File: src/rtl/inbuf_pkg.sv
package inbuf_pkg;

    typedef enum logic {
        KIND_REQ = 1'b0,
        KIND_REP = 1'b1
    } msg_kind_e;

    function automatic int idx_w(input int n);
        return (n <= 2) ? 1 : $clog2(n);
    endfunction

endpackage

File: src/rtl/inbuf_fifo.sv
module inbuf_fifo #(
    parameter int W     = 8,
    parameter int DEPTH = 4
) (
    input  logic         clk,
    input  logic         rst,
    input  logic         push,
    input  logic [W-1:0] din,
    input  logic         pop,
    output logic [W-1:0] dout,
    output logic         full,
    output logic         empty
);
    import inbuf_pkg::*;

    localparam int AW = idx_w(DEPTH);
    localparam int CW = $clog2(DEPTH + 1);

    logic [W-1:0]  mem [DEPTH];
    logic [AW-1:0] wptr, rptr;
    logic [CW-1:0] cnt;

    wire do_push = push && !full;
    wire do_pop  = pop && !empty;

    assign full  = (cnt == CW'(DEPTH));
    assign empty = (cnt == '0);
    assign dout  = mem[rptr];

    always_ff @(posedge clk) begin
        if (rst) begin
            wptr <= '0;
            rptr <= '0;
            cnt  <= '0;
        end else begin
            if (do_push) begin
                mem[wptr] <= din;
                wptr <= (wptr == AW'(DEPTH - 1)) ? '0 : wptr + 1'b1;
            end
            if (do_pop)
                rptr <= (rptr == AW'(DEPTH - 1)) ? '0 : rptr + 1'b1;
            case ({do_push, do_pop})
                2'b10:   cnt <= cnt + 1'b1;
                2'b01:   cnt <= cnt - 1'b1;
                default: cnt <= cnt;
            endcase
        end
    end

    // Occupancy never exceeds the depth (supports R2, R7, R8)
    assert_fifo_bound_R2: assert property (@(posedge clk) disable iff (rst)
        cnt <= CW'(DEPTH));

endmodule

File: src/rtl/inbuf_share_ctr.sv
module inbuf_share_ctr #(
    parameter int NODES   = 4,
    parameter int K       = 2,
    parameter int SW      = 2,
    parameter int SELF_ID = 0
) (
    input  logic          clk,
    input  logic          rst,
    input  logic          inc,
    input  logic [SW-1:0] inc_src,
    input  logic          dec,
    input  logic [SW-1:0] dec_src,
    output logic [NODES-1:0] has_room
);
    localparam int CW = $clog2(K + 1);

    for (genvar i = 0; i < NODES; i++) begin : g_share
        logic [CW-1:0] cnt;
        wire up = inc && (int'(inc_src) == i);
        wire dn = dec && (int'(dec_src) == i);

        always_ff @(posedge clk) begin
            if (rst)
                cnt <= '0;
            else if (up && !dn)
                cnt <= cnt + 1'b1;
            else if (dn && !up)
                cnt <= cnt - 1'b1;
        end

        if (i == SELF_ID) begin : g_self
            assign has_room[i] = 1'b0;
        end else begin : g_peer
            assign has_room[i] = (cnt < CW'(K));
        end

        // A share never holds more than K entries
        assert_share_cap_R2: assert property (@(posedge clk) disable iff (rst)
            cnt <= CW'(K));
        // A freed slot always belonged to an admitted entry
        assert_no_underflow_R5: assert property (@(posedge clk) disable iff (rst)
            (dn && !up) |-> (cnt != '0));
    end

endmodule

File: src/rtl/rsv_inbuf_admit.sv
module rsv_inbuf_admit #(
    parameter int NODES      = 4,
    parameter int K          = 2,
    parameter int PW         = 8,
    parameter int TAGW       = 4,
    parameter int SELF_ID    = 0,
    parameter int NACK_DEPTH = 2,
    parameter int SW         = inbuf_pkg::idx_w(NODES)
) (
    input  logic            clk,
    input  logic            rst,
    input  logic            in_valid,
    input  logic            in_is_reply,
    input  logic [SW-1:0]   in_src,
    input  logic [TAGW-1:0] in_tag,
    input  logic [PW-1:0]   in_payload,
    output logic            in_accept,
    output logic            nack_valid,
    input  logic            nack_ready,
    output logic [SW-1:0]   nack_src,
    output logic [TAGW-1:0] nack_tag,
    output logic            credit_valid,
    output logic [SW-1:0]   credit_src,
    output logic            req_deq_valid,
    input  logic            req_deq_ready,
    output logic [SW-1:0]   req_deq_src,
    output logic [TAGW-1:0] req_deq_tag,
    output logic [PW-1:0]   req_deq_payload,
    output logic            rep_deq_valid,
    input  logic            rep_deq_ready,
    output logic [SW-1:0]   rep_deq_src,
    output logic [TAGW-1:0] rep_deq_tag,
    output logic [PW-1:0]   rep_deq_payload,
    output logic            rep_overflow_err
);
    import inbuf_pkg::*;

    localparam int REQ_DEPTH = K * (NODES - 1);

    typedef struct packed {
        logic [SW-1:0]   src;
        logic [TAGW-1:0] tag;
        logic [PW-1:0]   pl;
    } entry_t;

    typedef struct packed {
        logic [SW-1:0]   src;
        logic [TAGW-1:0] tag;
    } nack_t;

    msg_kind_e kind;
    entry_t    in_ent, req_head, rep_head;
    nack_t     nack_in, nack_head;
    logic [NODES-1:0] has_room;
    logic src_room, req_full, req_empty, rep_full, rep_empty, nk_full, nk_empty;
    logic is_req, is_rep, req_push, nack_push, rep_push, req_pop, rep_pop;

    assign kind     = in_is_reply ? KIND_REP : KIND_REQ;
    assign is_req   = in_valid && (kind == KIND_REQ);
    assign is_rep   = in_valid && (kind == KIND_REP);
    assign src_room = (int'(in_src) < NODES) && has_room[in_src];

    assign in_ent   = '{src: in_src, tag: in_tag, pl: in_payload};
    assign nack_in  = '{src: in_src, tag: in_tag};

    assign req_push  = is_req && src_room;
    assign nack_push = is_req && !src_room && !nk_full;
    assign rep_push  = is_rep && !rep_full;
    assign in_accept = !(is_req && !src_room && nk_full);

    assign req_pop = req_deq_ready && !req_empty;
    assign rep_pop = rep_deq_ready && !rep_empty;

    inbuf_share_ctr #(.NODES(NODES), .K(K), .SW(SW), .SELF_ID(SELF_ID)) share_i (
        .clk(clk), .rst(rst),
        .inc(req_push), .inc_src(in_src),
        .dec(req_pop),  .dec_src(req_head.src),
        .has_room(has_room)
    );

    inbuf_fifo #(.W($bits(entry_t)), .DEPTH(REQ_DEPTH)) reqq_i (
        .clk(clk), .rst(rst), .push(req_push), .din(in_ent),
        .pop(req_pop), .dout(req_head), .full(req_full), .empty(req_empty)
    );

    inbuf_fifo #(.W($bits(entry_t)), .DEPTH(K)) repq_i (
        .clk(clk), .rst(rst), .push(rep_push), .din(in_ent),
        .pop(rep_pop), .dout(rep_head), .full(rep_full), .empty(rep_empty)
    );

    inbuf_fifo #(.W($bits(nack_t)), .DEPTH(NACK_DEPTH)) nackq_i (
        .clk(clk), .rst(rst), .push(nack_push), .din(nack_in),
        .pop(nack_ready && !nk_empty), .dout(nack_head), .full(nk_full), .empty(nk_empty)
    );

    always_ff @(posedge clk) begin
        if (rst)
            rep_overflow_err <= 1'b0;
        else if (is_rep && rep_full)
            rep_overflow_err <= 1'b1;
    end

    assign nack_valid      = !nk_empty;
    assign nack_src        = nack_head.src;
    assign nack_tag        = nack_head.tag;
    assign credit_valid    = req_pop;
    assign credit_src      = req_head.src;
    assign req_deq_valid   = !req_empty;
    assign req_deq_src     = req_head.src;
    assign req_deq_tag     = req_head.tag;
    assign req_deq_payload = req_head.pl;
    assign rep_deq_valid   = !rep_empty;
    assign rep_deq_src     = rep_head.src;
    assign rep_deq_tag     = rep_head.tag;
    assign rep_deq_payload = rep_head.pl;

    // Share accounting keeps the request queue from overflowing
    assert_req_no_overflow_R2: assert property (@(posedge clk) disable iff (rst)
        req_push |-> !req_full);
    // A taken refusal yields a pending NACK next cycle
    assert_nack_after_refusal_R3: assert property (@(posedge clk) disable iff (rst)
        (is_req && in_accept && !src_room) |=> nack_valid);
    // Replies are never back-pressured
    assert_reply_accepted_R6: assert property (@(posedge clk) disable iff (rst)
        is_rep |-> in_accept);
    // Overflow flag is sticky
    assert_err_sticky_R7: assert property (@(posedge clk) disable iff (rst)
        rep_overflow_err |=> rep_overflow_err);
    // Self-originated requests never reach the request queue
    assert_self_refused_R4: assert property (@(posedge clk) disable iff (rst)
        (is_req && int'(in_src) == SELF_ID) |-> !req_push);

endmodule

File: config.mk
export PLATFORM = sky130hd
export DESIGN_NAME = rsv_inbuf_admit
export DESIGN_NICKNAME = d
export VERILOG_FILES = /design/src/rtl/inbuf_pkg.sv /design/src/rtl/inbuf_fifo.sv /design/src/rtl/inbuf_share_ctr.sv /design/src/rtl/rsv_inbuf_admit.sv
export SDC_FILE = /design/constraint.sdc
export NUM_CORES = 1
export LEC_CHECK = 0
export BUFFER_PORTS_ARGS = -buffer_cell sky130_fd_sc_hd__buf_4
export CAP_MARGIN = 20
export CORE_AREA = 2 2 127 129
export DETAILED_ROUTE_END_ITERATION = 6
export DIE_AREA = 0 0 129 131
export PLACE_DENSITY = 0.65
export SETUP_SLACK_MARGIN = 0.3
export SYNTH_ARGS = -nofsm -noshare
export SYNTH_HDL_FRONTEND = slang
export SYNTH_SLANG_ARGS = --single-unit
File: constraint.sdc
create_clock -name clk -period 3.4 [get_ports clk]
set_clock_uncertainty 0.2 [all_clocks]
set_input_delay 0.34 -clock clk [delete_from_list [all_inputs] [get_ports clk]]
set_output_delay 0.34 -clock clk [all_outputs]
set_load 0.02 [all_outputs]
==> Word level (Yosys, flattened, before mapping) <==
Memory sizes are Yosys's and may differ from the RTL's. A register that Yosys moved wholly into a read port is not among the register bits.
Index checks and enable logic that the tools add are counted.
{ "classes": {"bitwise_logic": 1, "addsub": 18, "magnitude_cmp": 4, "multipliers": 0, "muxes": 33, "shift": 0, "div_mod_pow": 0, "eq_ne": 17, "n_reduce_logical": 52} }
{ "op_table": {"columns": ["op", "n"], "rows": [
  ["1-bit logical AND", 29],
  ["1-bit 2-to-1 mux", 19],
  ["2-bit equality test, second input constant", 9],
  ["1-bit logical NOT", 14],
  ["2-bit 2-to-1 mux", 6],
  ["3-bit 2-to-1 mux", 4],
  ["2-bit nonzero test", 6],
  ["2-bit by 1-bit adder with 2-bit output, second input constant", 5],
  ["2-bit by 1-bit equality test with 1-bit output, second input constant", 5],
  ["2-bit by 1-bit subtractor with 2-bit output, second input constant", 5],
  ["3-bit by 1-bit adder with 3-bit output, second input constant", 3],
  ["3-bit equality test, second input constant", 3],
  ["2-bit one-hot mux with 2 select lines", 2],
  ["2-bit < comparator, second input constant", 3],
  ["3-bit one-hot mux with 2 select lines", 1],
  ["1-bit adder, second input constant", 4],
  ["2-bit logical NOT", 2],
  ["3-bit logical NOT", 1],
  ["2-bit by 3-bit < comparator with 1-bit output, second input constant", 1],
  ["3-bit by 1-bit subtractor with 3-bit output, second input constant", 1],
  ["1-bit binary-select mux with 2-bit select", 1],
  ["1-bit inverter", 1]
]} }
{ "word_totals": {"inputBits": 21, "ram_bits": 124, "n_memories": 3, "regBits": 24, "word_cells": 141, "romBits": 0, "latch_bits": 0} }
{ "memory_table": {"columns": ["name", "depth", "width", "rd", "rd_clocked_by_memory_dff", "wr", "line_no", "text"], "rows": [
  ["reqq_i.mem", 6, 14, 1, 1, 1, "inbuf_fifo.sv:19", "logic [W-1:0] mem [DEPTH];"],
  ["repq_i.mem", 2, 14, 1, 1, 1, "inbuf_fifo.sv:19", null],
  ["nackq_i.mem", 2, 6, 1, 1, 1, "inbuf_fifo.sv:19", null]
]} }

==> Depth between registers and ports, before layout <==
Gate-level depths: netlist of the first run.
{ "logic_depth": {"word_depth": 10, "depth_mapped": 10, "depth_no_buf": 9} }

==> By module <==
From an unflattened synthesis of the first run, not the netlist that was laid out.
{ "unflattened": {"hier_cells": 370, "area_unflattened_um2": 6175.9} }
{ "by_module_without_submodules": {"columns": ["module", "cells_per_inst", "area_per_inst_um2", "seq_area_each_um2", "instances"], "rows": [
  ["inbuf_fifo (reqq_i)", 194, 3774.9, 2762.6, 1],
  ["inbuf_fifo (repq_i)", 68, 1226.2, 940.9, 1],
  ["inbuf_fifo (nackq_i)", 44, 654.4, 460.4, 1],
  ["inbuf_share_ctr", 40, 334.1, 120.1, 1],
  ["rsv_inbuf_admit", 24, 186.4, 20.0, 1]
]} }

==> Worst setup path after synthesis of the first run <==
OpenSTA, ideal clock, no wires.
{ "synth_timing": {"kind": "input-to-reg", "startpoint": "input port in_src[1]", "endpoint": "memory reqq_i.mem[0][0] (netlist name), enable pin", "path_slack_ns": 0.361, "setup_ns": 0.421, "path_stages": 4, "arrival_ns": 2.418, "required_time_ns": 2.779, "n_path_buf": 0, "path_cell_list": "mux2_2 o21ai_4 nand2_4 nor4_1"} }
{ "synth_via": {"elab_chain_cells": 7} }
{ "synth_lines": {"columns": ["element", "line_no", "text"], "rows": [
  ["start, declared", "rsv_inbuf_admit.sv:14", "input logic [SW-1:0] in_src,"],
  ["1-bit binary-select mux with 2-bit select", "rsv_inbuf_admit.sv:61", "assign src_room = (int'(in_src) < NODES) && has_room[in_src];"],
  ["1-bit 2-to-1 mux (not written as such)", "rsv_inbuf_admit.sv:61", null],
  ["1-bit logical AND", "rsv_inbuf_admit.sv:66", "assign req_push = is_req && src_room;"],
  ["1-bit logical AND", "inbuf_fifo.sv:23", "wire do_push = push && !full;"],
  ["1-bit 2-to-1 mux", "inbuf_fifo.sv:36", "if (do_push) begin"],
  ["1-bit 2-to-1 mux", "inbuf_fifo.sv:31", "if (rst) begin"],
  ["1-bit 2-to-1 mux (not written as such)", "inbuf_fifo.sv:37", "mem[wptr] <= din;"],
  ["end, declared", "inbuf_fifo.sv:19", null]
]} }
Every way passes these cells. The select of a mux whose other input is x is not followed.

==> results of run 1 <==
[metrics by stage]
step	area (sq um)	setup WS [ps]	hold slack, ps
final	7520	586	21.5
after global routing	7520	439	21.7
after CTS	7520	528	11.2
after detailed placement	6830	882	272
after global placement	6830	931	261
after floorplan	6050	361	239
[synthesized netlist by cell type (all sizes together) (5+ instances only)]
cell type  number
nand2          13
nor3            6
inv             7
ha              6
mux2           24
xnor2           5
a21oi          22
edfxtp        124
nand2b          6
buf            10
clkbuf          5
mux4           14
nor2           27
dfxtp          29
mux2i          13
xor2           11
or3             9
o21ai          10
[report_power, final]
part | internal [mW] | leakage, nW | switching, mW
registers | 2.12 | 1.36 | 0.121
clock network | 1.07 | 0.270 | 0.707
logic | 0.505 | 0.965 | 0.519
total | 3.69 | 2.59 | 1.35
[layer usage]
layer,GRT usage [%],up-vias
li1,-,1592
met1,16.9,1665
met2,23.9,69
met3,3.87,15
met4,5.56,0
met5,0,-
[registers in the layout, summed over array words and instances (netlist names), 2 cells and up, named ones only]
signal	count
repq_i.cnt	2
nackq_i.cnt	2
reqq_i.rptr	3
reqq_i.cnt	3
reqq_i.wptr	3
reqq_i.mem	84
nackq_i.mem	12
repq_i.mem	28
share_i.g_share.cnt	6
[critical path: stages, from the launching register on]
cell,delay (ps)
dfxtp_2,520
buf_4,400
mux4_2,540
nor2_1,120
a21oi_1,60
buf_4,190
[cell families (layout without fill, tap and decap cells)]
kind of cell               after synthesis  count (layout)  synth area share [%]
xor gates and xnor gates                16              16                  2.31
muxes                                   51              51                  11.9
AOI/OAI and AO/OA                       40              40                  3.91
adders and majority gates                7               7                  1.57
buffers and inverters                   22             126                  1.84
and+or+nand+nor                         84              84                  7.38
DFF                                    153             153                  71.1
[layout make-up]
class	count	area [sq um]	share of cell area (%)
Inverter	7	26.3	0.349
Sequential cell	153	4310	57.2
Clock buffer	19	433	5.75
Timing Repair Buffer	87	686	9.11
Tap cell	216	270	3.59
Multi-Input combinational cell	198	1680	22.3
Clock inverter	13	128	1.70
[repair_timing]
item / in CTS / in global routing
hold buffers: 13 / 0
endpoints found under the setup margin: 0 / 0
endpoints found under the hold margin: 114 / 0
[final timing paths]
kind,to,from,slack [ps],depth (start not counted)
setup / recovery,req_deq_payload[5],register,590,5
hold reg to reg,rep_overflow_err$_SDFFE_PP0P_,rep_overflow_err$_SDFFE_PP0P_,290,2
hold / removal,nackq_i.mem[0][4]$_DFFE_PP_,in_src[0],20,1
setup reg to reg,share_i.g_share[1].cnt[1]$_SDFFE_PP0P_,register,920,7
==> summary.txt, run 1 <==
GRT
  • Vias in the first global route: 3409
  • Wire length of the first global-routing pass: 17400 microns
  • GRT Util Overall: 14.0%
  • GR Overflow Total: 0
  • Initial antenna violation count: 0
  • Pin count of the biggest net entering global routing: 35

Yosys
  • Mapped cell area: 6050 sq um
  • YS warnings: 0
  • Main flop type after synthesis: edfxtp_1
  • Synthesized flop and latch total: 153
  • Syn Inst Count: 373
  • Area fraction of the dominant cell type after synthesis: 61.5%
  • Area leader, netlist: edfxtp_1
  • Mean Syn Cell Area: 16.2 sq um
  • Post-synth EDFFs: 124
  • Sequential share of the synthesized area: 71.1%
  • Dominant cells by area after synthesis: edfxtp_1 (62%), dfxtp_1 (9.6%), mux4_2 (5.2%)
  • Async set-reset flop share out of synthesis: 0%
  • Syn nets: 401
  • Yosys cell types: 43

Finish
  • ANT cells: 0
  • Most frequent cells in the layout: edfxtp_1 (124), buf_4 (74), dfxtp_1 (28)
  • Commonest non-fill, non-tap cell in the layout: edfxtp_1
  • Fillers: 1338
  • Share of layout cells above drive strength 1: 32.5%
  • # nets final: 492
  • Final Non-Filler Cells: roughly 690
  • Area growth syn-to-layout: 24.3%
  • End-of-flow core utilization: between 40% and 50%

Floorplan
  • Num rows: 46
  • Starting Density: 38.8%
  • Chip width: 129 microns
  • Die outline height: 131 microns
  • Die area: 16900 sq um
  • Ports: between 60 and 70
  • Core area: 15600 sq um

Clocking
  • Clk sinks: ~150
  • Clock buffer depth: 2
  • Post-CTS setup buffer count: 0
  • H-tree depth: 4
  • Clk_lat worst skew: 410 ps
  • TritonCTS clock tree: done
  • Post-CTS Resized: 0
  • Root buf cell: clkbuf_16
  • Clock Pin Slew Worst Setup and Hold Paths: 60 ps
  • Number of buffers created by CTS: 17

Timing
  • Final slew viol count: 0
  • RSZ-0062 raised after global routing: no
  • Slew @ Worst Pin: 798 ps
  • Slew headroom: 46.8%
  • Final hold violation count: 0
  • Final setup vio count: 0
  • Final period util: 82.8%
  • Tmin final: 2810 ps
  • Setup TNS: 0 ps
  • F_max: approximately 360 MHz

Worst setup path
  • Arr. time, crit path: 2270 ps
  • Critical path required time: 2860 ps
  • Worst setup EP type: output pin
  • Worst Path Class, Setup: register to output pin
  • Maximum fanout along the worst path: 19
  • CP startpoint kind: register

Detailed routing
  • Post-route DRC: 0
  • Routed WL: ~11000 microns
  • Vias: 3341
  • Met1 WL: ~5000 microns
  • Met3 WL: just over 400 microns
  • DRT Pass-1 Iters: 4
  • Starting DRT DRC Count: 257
  • Detail Route Antenna Nets: 0
  • Via density: 4.82
  • Routed wl met2: between 5000 and 6000 microns
  • Wire per inst: about 16 microns
  • Top sig layer: met4

Place
  • Dpl hpwl: 7250 microns
  • Placed instance count: 648
  • GPL Wtd Cong: 0.805
  • Buffers on Ports: 62

Job
  • Max_cap viols: 0

Power and ir drop
  • Tot Pwr: 5.04 mW
  • PD cells: around 670 nW/um^2
  • Max VDD drop: 0.393 mV
  • Leakage: between 2 and 3 nW

Status
  • Status: complete, no violations

Min path
  • Worst min path class: input port to register
Power figures use the tool's default switching activity.
==> inputs of run 2 (changes only) <==
--- a/config.mk
+++ b/config.mk
@@ -5,12 +5,13 @@
 export SDC_FILE = /design/constraint.sdc
 export NUM_CORES = 1
 export LEC_CHECK = 0
+export ABC_AREA = 1
 export BUFFER_PORTS_ARGS = -buffer_cell sky130_fd_sc_hd__buf_4
 export CAP_MARGIN = 20
-export CORE_AREA = 2 2 127 129
+export CORE_AREA = 2 2 129 131
 export DETAILED_ROUTE_END_ITERATION = 6
-export DIE_AREA = 0 0 129 131
-export PLACE_DENSITY = 0.65
+export DIE_AREA = 0 0 131 133
+export PLACE_DENSITY = 0.67
 export SETUP_SLACK_MARGIN = 0.3
 export SYNTH_ARGS = -nofsm -noshare
 export SYNTH_HDL_FRONTEND = slang
==> constraint.sdc (replaced) <==
create_clock -name clk -period 2.5 [get_ports clk]
set_clock_uncertainty 0.2 [all_clocks]
set_input_delay 0.25 -clock clk [delete_from_list [all_inputs] [get_ports clk]]
set_output_delay 0.25 -clock clk [all_outputs]
set_load 0.02 [all_outputs]
==> run 2 against run 1 <==
Sequential share of layout area shrank 2.4 points; final area grew 4.5%; sequential power grew 33%; critical path type unchanged; largest power group unchanged.
==> summary.txt, run 2 <==
Status
  • Status: complete, no violations

GRT
  • Vias in the first global route: 3971 (+16%)
  • GRT Util Overall: 15.4% (+1.5 points)
  • Initial antenna violation count: 0 (unchanged)
  • Wire length of the first global-routing pass: 20000 microns (+15%)
  • GR Overflow Total: 0 (unchanged)
  • Pin count of the biggest net entering global routing: 25 (-29%)

Floorplan
  • Num rows: 47 (+2.2%)
  • Die area: 17400 sq um (+3.1%)
  • Core area: 16200 sq um (+3.7%)
  • Ports: 63 (unchanged)
  • Starting Density: 38.7% (-0.094 points)
  • Chip width: 131 microns (+1.6%)
  • Die outline height: 133 microns (+1.5%)

Yosys
  • Post-synth EDFFs: 124 (unchanged)
  • Main flop type after synthesis: edfxtp_1
  • Most common cell in the synthesized netlist: edfxtp_1
  • Syn nets: 537 (+34%)
  • Mean Syn Cell Area: 12.3 sq um (-24%)
  • Area fraction of the dominant cell type after synthesis: 59.5% (-2.0 points)
  • Mapped cell area: 6260 sq um (+3.4%)
  • Synthesized flop and latch total: 153 (unchanged)
  • Syn Inst Count: 509 (+36%)
  • Yosys cell types: 35 (-19%)
  • Synth top cells by count: edfxtp_1 (124), nor2_1 (46), nand2_1 (45), o21ai_0 (38), inv_1 (36)
  • Area leader, netlist: edfxtp_1
  • Async set-reset flop share out of synthesis: 0% (unchanged)
  • Dominant cells by area after synthesis: edfxtp_1 (59%), dfxtp_1 (9.3%), mux2_2 (3.6%)
  • YS warnings: 0 (unchanged)
  • Sequential share of the synthesized area: 68.7% (-2.4 points)

Power and ir drop
  • Tot Pwr: 6.93 mW (+38%)
  • PD cells: 881 nW/um^2 (+32%)
  • Leakage: 2.91 nW (+13%)
  • Max VDD drop: 0.521 mV (+33%)

Worst setup path
  • Largest delay contributor family on the critical path: buffers and inverters
  • Maximum fanout along the worst path: 24 (+5)
  • CP startpoint kind: register
  • Worst-path cell chain: bufbuf_16 -> o21ai_0 -> a21oi_1 -> o22ai_1 -> buf_4
  • R2R setup slack: 400 ps (-520 ps)
  • Largest stage delay, worst path: 390 ps (-150 ps)
  • Worst setup EP type: output pin
  • CP max-delay cell: dfxtp_4
  • Crit path buffers/inverters: 2 (unchanged)
  • Arr. time, crit path: 1720 ps (-550 ps)
  • FF-to-FF End: share_i.g_share[2].cnt[1]$_SDFFE_PP0P_
  • Worst R2R Path Depth: 10 (+3)
  • Worst Path Class, Setup: register to output pin
  • Critical path required time: 2050 ps (-810 ps)

Detailed routing
  • Detail Route Antenna Nets: 0 (unchanged)
  • Via density: 4.83 (+0.25%)
  • Post-route DRC: 0 (unchanged)
  • DRT Pass-1 Iters: 5 (+1)
  • Wire per inst: 15.3 microns (-4.9%)
  • Routed WL: 12900 microns (+15%)
  • Vias: 4060 (+22%)
  • Starting DRT DRC Count: 362 (+41%)

Min path
  • Hold Path Cell Cnt: 5 (+4)
  • Hold path startpoint: in_valid
  • Hold Path End: rep_overflow_err$_SDFFE_PP0P_
  • Worst min path class: input port to register

Clocking
  • Clock Pin Slew Worst Setup and Hold Paths: 60 ps (about the same)
  • Root buf cell: clkbuf_16
  • Clk sinks: 153 (unchanged)
  • Clk_lat worst skew: 420 ps (about the same)
  • Clock buffer depth: 2 (unchanged)
  • TritonCTS clock tree: done
  • Number of buffers created by CTS: 17 (unchanged)
  • H-tree depth: 4 (unchanged)

Finish
  • Reg area: 4310 sq um (+0.12%)
  • Multi-input logic area: 1670 sq um (-0.30%)
  • Largest regs: reqq_i.mem: 84 flops, repq_i.mem: 28 flops, nackq_i.mem: 12 flops
  • Commonest non-fill, non-tap cell in the layout: edfxtp_1
  • ANT cells: 0 (unchanged)
  • Top reg by flops: reqq_i.mem
  • Max reg flops: 84 (unchanged)
  • Fillers: 1391 (+4.0%)
  • Share of layout cells above drive strength 1: 31.1% (-1.4 points)
  • Area growth syn-to-layout: 25.6%
  • # nets final: 635 (+29%)
  • Most frequent cells in the layout: edfxtp_1 (124), buf_4 (77), nor2_1 (46)

Timing
  • Final hold violation count: 0 (unchanged)
  • Setup TNS: 0 ps (unchanged)
  • Final slew viol count: 0 (unchanged)
  • Final setup vio count: 0 (unchanged)
  • RSZ-0062 raised after global routing: yes
  • Final period util: 86.9%
  • Slew @ Worst Pin: 392 ps (-405 ps)
  • Slew headroom: 73.8% (+27 points)
  • Tmin final: 2170 ps
  • F_max: 460 MHz

Job
  • Max_cap viols: 0 (unchanged)

Place
  • GPL Wtd Cong: 0.848 (+5.3%)
  • Buffers on Ports: 62 (unchanged)
  • Dpl hpwl: 8400 microns (+16%)
==> run 2: changes by cell type in the layout (fill, tap and decap cells not counted), moves of 13 or more <==
| cell | delta |
|---|---|
| nand2_1 | +32 |
| inv_1 | +28 |
| o21ai_1 | +27 |
| o21ai_0 | +22 |
| nor2_1 | +19 |
| nor2_2 | +17 |
| inv_2 | +15 |
| mux4_2 | -14 |
| mux2i_1 | -13 |
==> run 2: timing repair <==
action                                 CTS  global route
setup endpoints to repair               15            30
gates resized for setup                  9            27
pin swaps                                0             3
endpoints found under the hold margin  132             0
hold buffers                            17             0
setup buffers                            0             6
gates cloned                             1             0
==> run 2: layout make-up <==
| type | instances | share of cell area (%) |
|---|---|---|
| clock buffer | 22 | 6.03 |
| multi-input combinational | 282 | 21.3 |
| clock inverter | 10 | 0.955 |
| sequential | 153 | 54.8 |
| tap | 220 | 3.50 |
| timing repair buffer | 100 | 10.8 |
| inverter | 53 | 2.70 |
==> run 2: worst register-to-register path: stages (launching register included) <==
cell,delay [ps]
dfxtp_4,390
buf_6,140
o21a_1,170
o21ai_1,130
o21ai_4,110
nand3b_1,170
ha_1,320
a21oi_2,110
o21ai_1,80
o21ai_1,120
a21oi_1,50
==> run 2: cells by family (layout without fill, tap and decap cells) <==
group / Yosys count / in the layout / synth area share (%)
AO/OA/AOI/OAI: 112 / 112 / 9.87
adder cells (fa/ha/maj): 7 / 7 / 1.52
buffers and inverters: 74 / 185 / 5.50
flip-flops: 153 / 153 / 68.7
multiplexers: 20 / 20 / 3.60
AND/OR/NAND/NOR: 143 / 143 / 10.8
==> run 2: per-layer routing <==
layer / up-vias / global-route usage (%) / routed length (microns)
met2: 110 / 26.1 / 6430
met4: 0 / 6.74 / 293
met1: 1936 / 18.1 / 5430
met3: 25 / 4.53 / 717
li1: 1989 / - / -
met5: - / 0 / 0
==> run 2: worst max-delay path by stage <==
stage                     startpoint                                      to  depth (start not counted)
final                       register                          req_deq_tag[2]                          5
after global routing        register                          req_deq_tag[2]                          5
after CTS                   register                          req_deq_tag[0]                          7
after detailed placement    register  share_i.g_share[1].cnt[1]$_SDFFE_PP0P_                         11
after global placement      register  share_i.g_share[1].cnt[1]$_SDFFE_PP0P_                         11
after floorplan             register  share_i.g_share[3].cnt[1]$_SDFFE_PP0P_                         13
==> run 2: where the power goes <==
group          switching [mW]  internal (mW)  total (mW)  leakage, nW
Sequential             0.0970           2.87        2.97         1.36
Combinational           0.933          0.665        1.60         1.28
Clock                   0.938           1.43        2.37        0.274
==> run 2: metrics by stage <==
stage	area (sq um)	worst slack (ps)	cells	utilization, %	hold slack, ps
6_report	7870	327	840	48.6	64.2
3_3_place_gp	6970	336	784	43.1	240
3_5_place_dp	6970	230	784	43.1	250
4_1_cts	7750	265	834	47.9	44.5
5_1_grt	7870	242	840	48.6	78.2
2_1_floorplan	6270	340	509	-	149
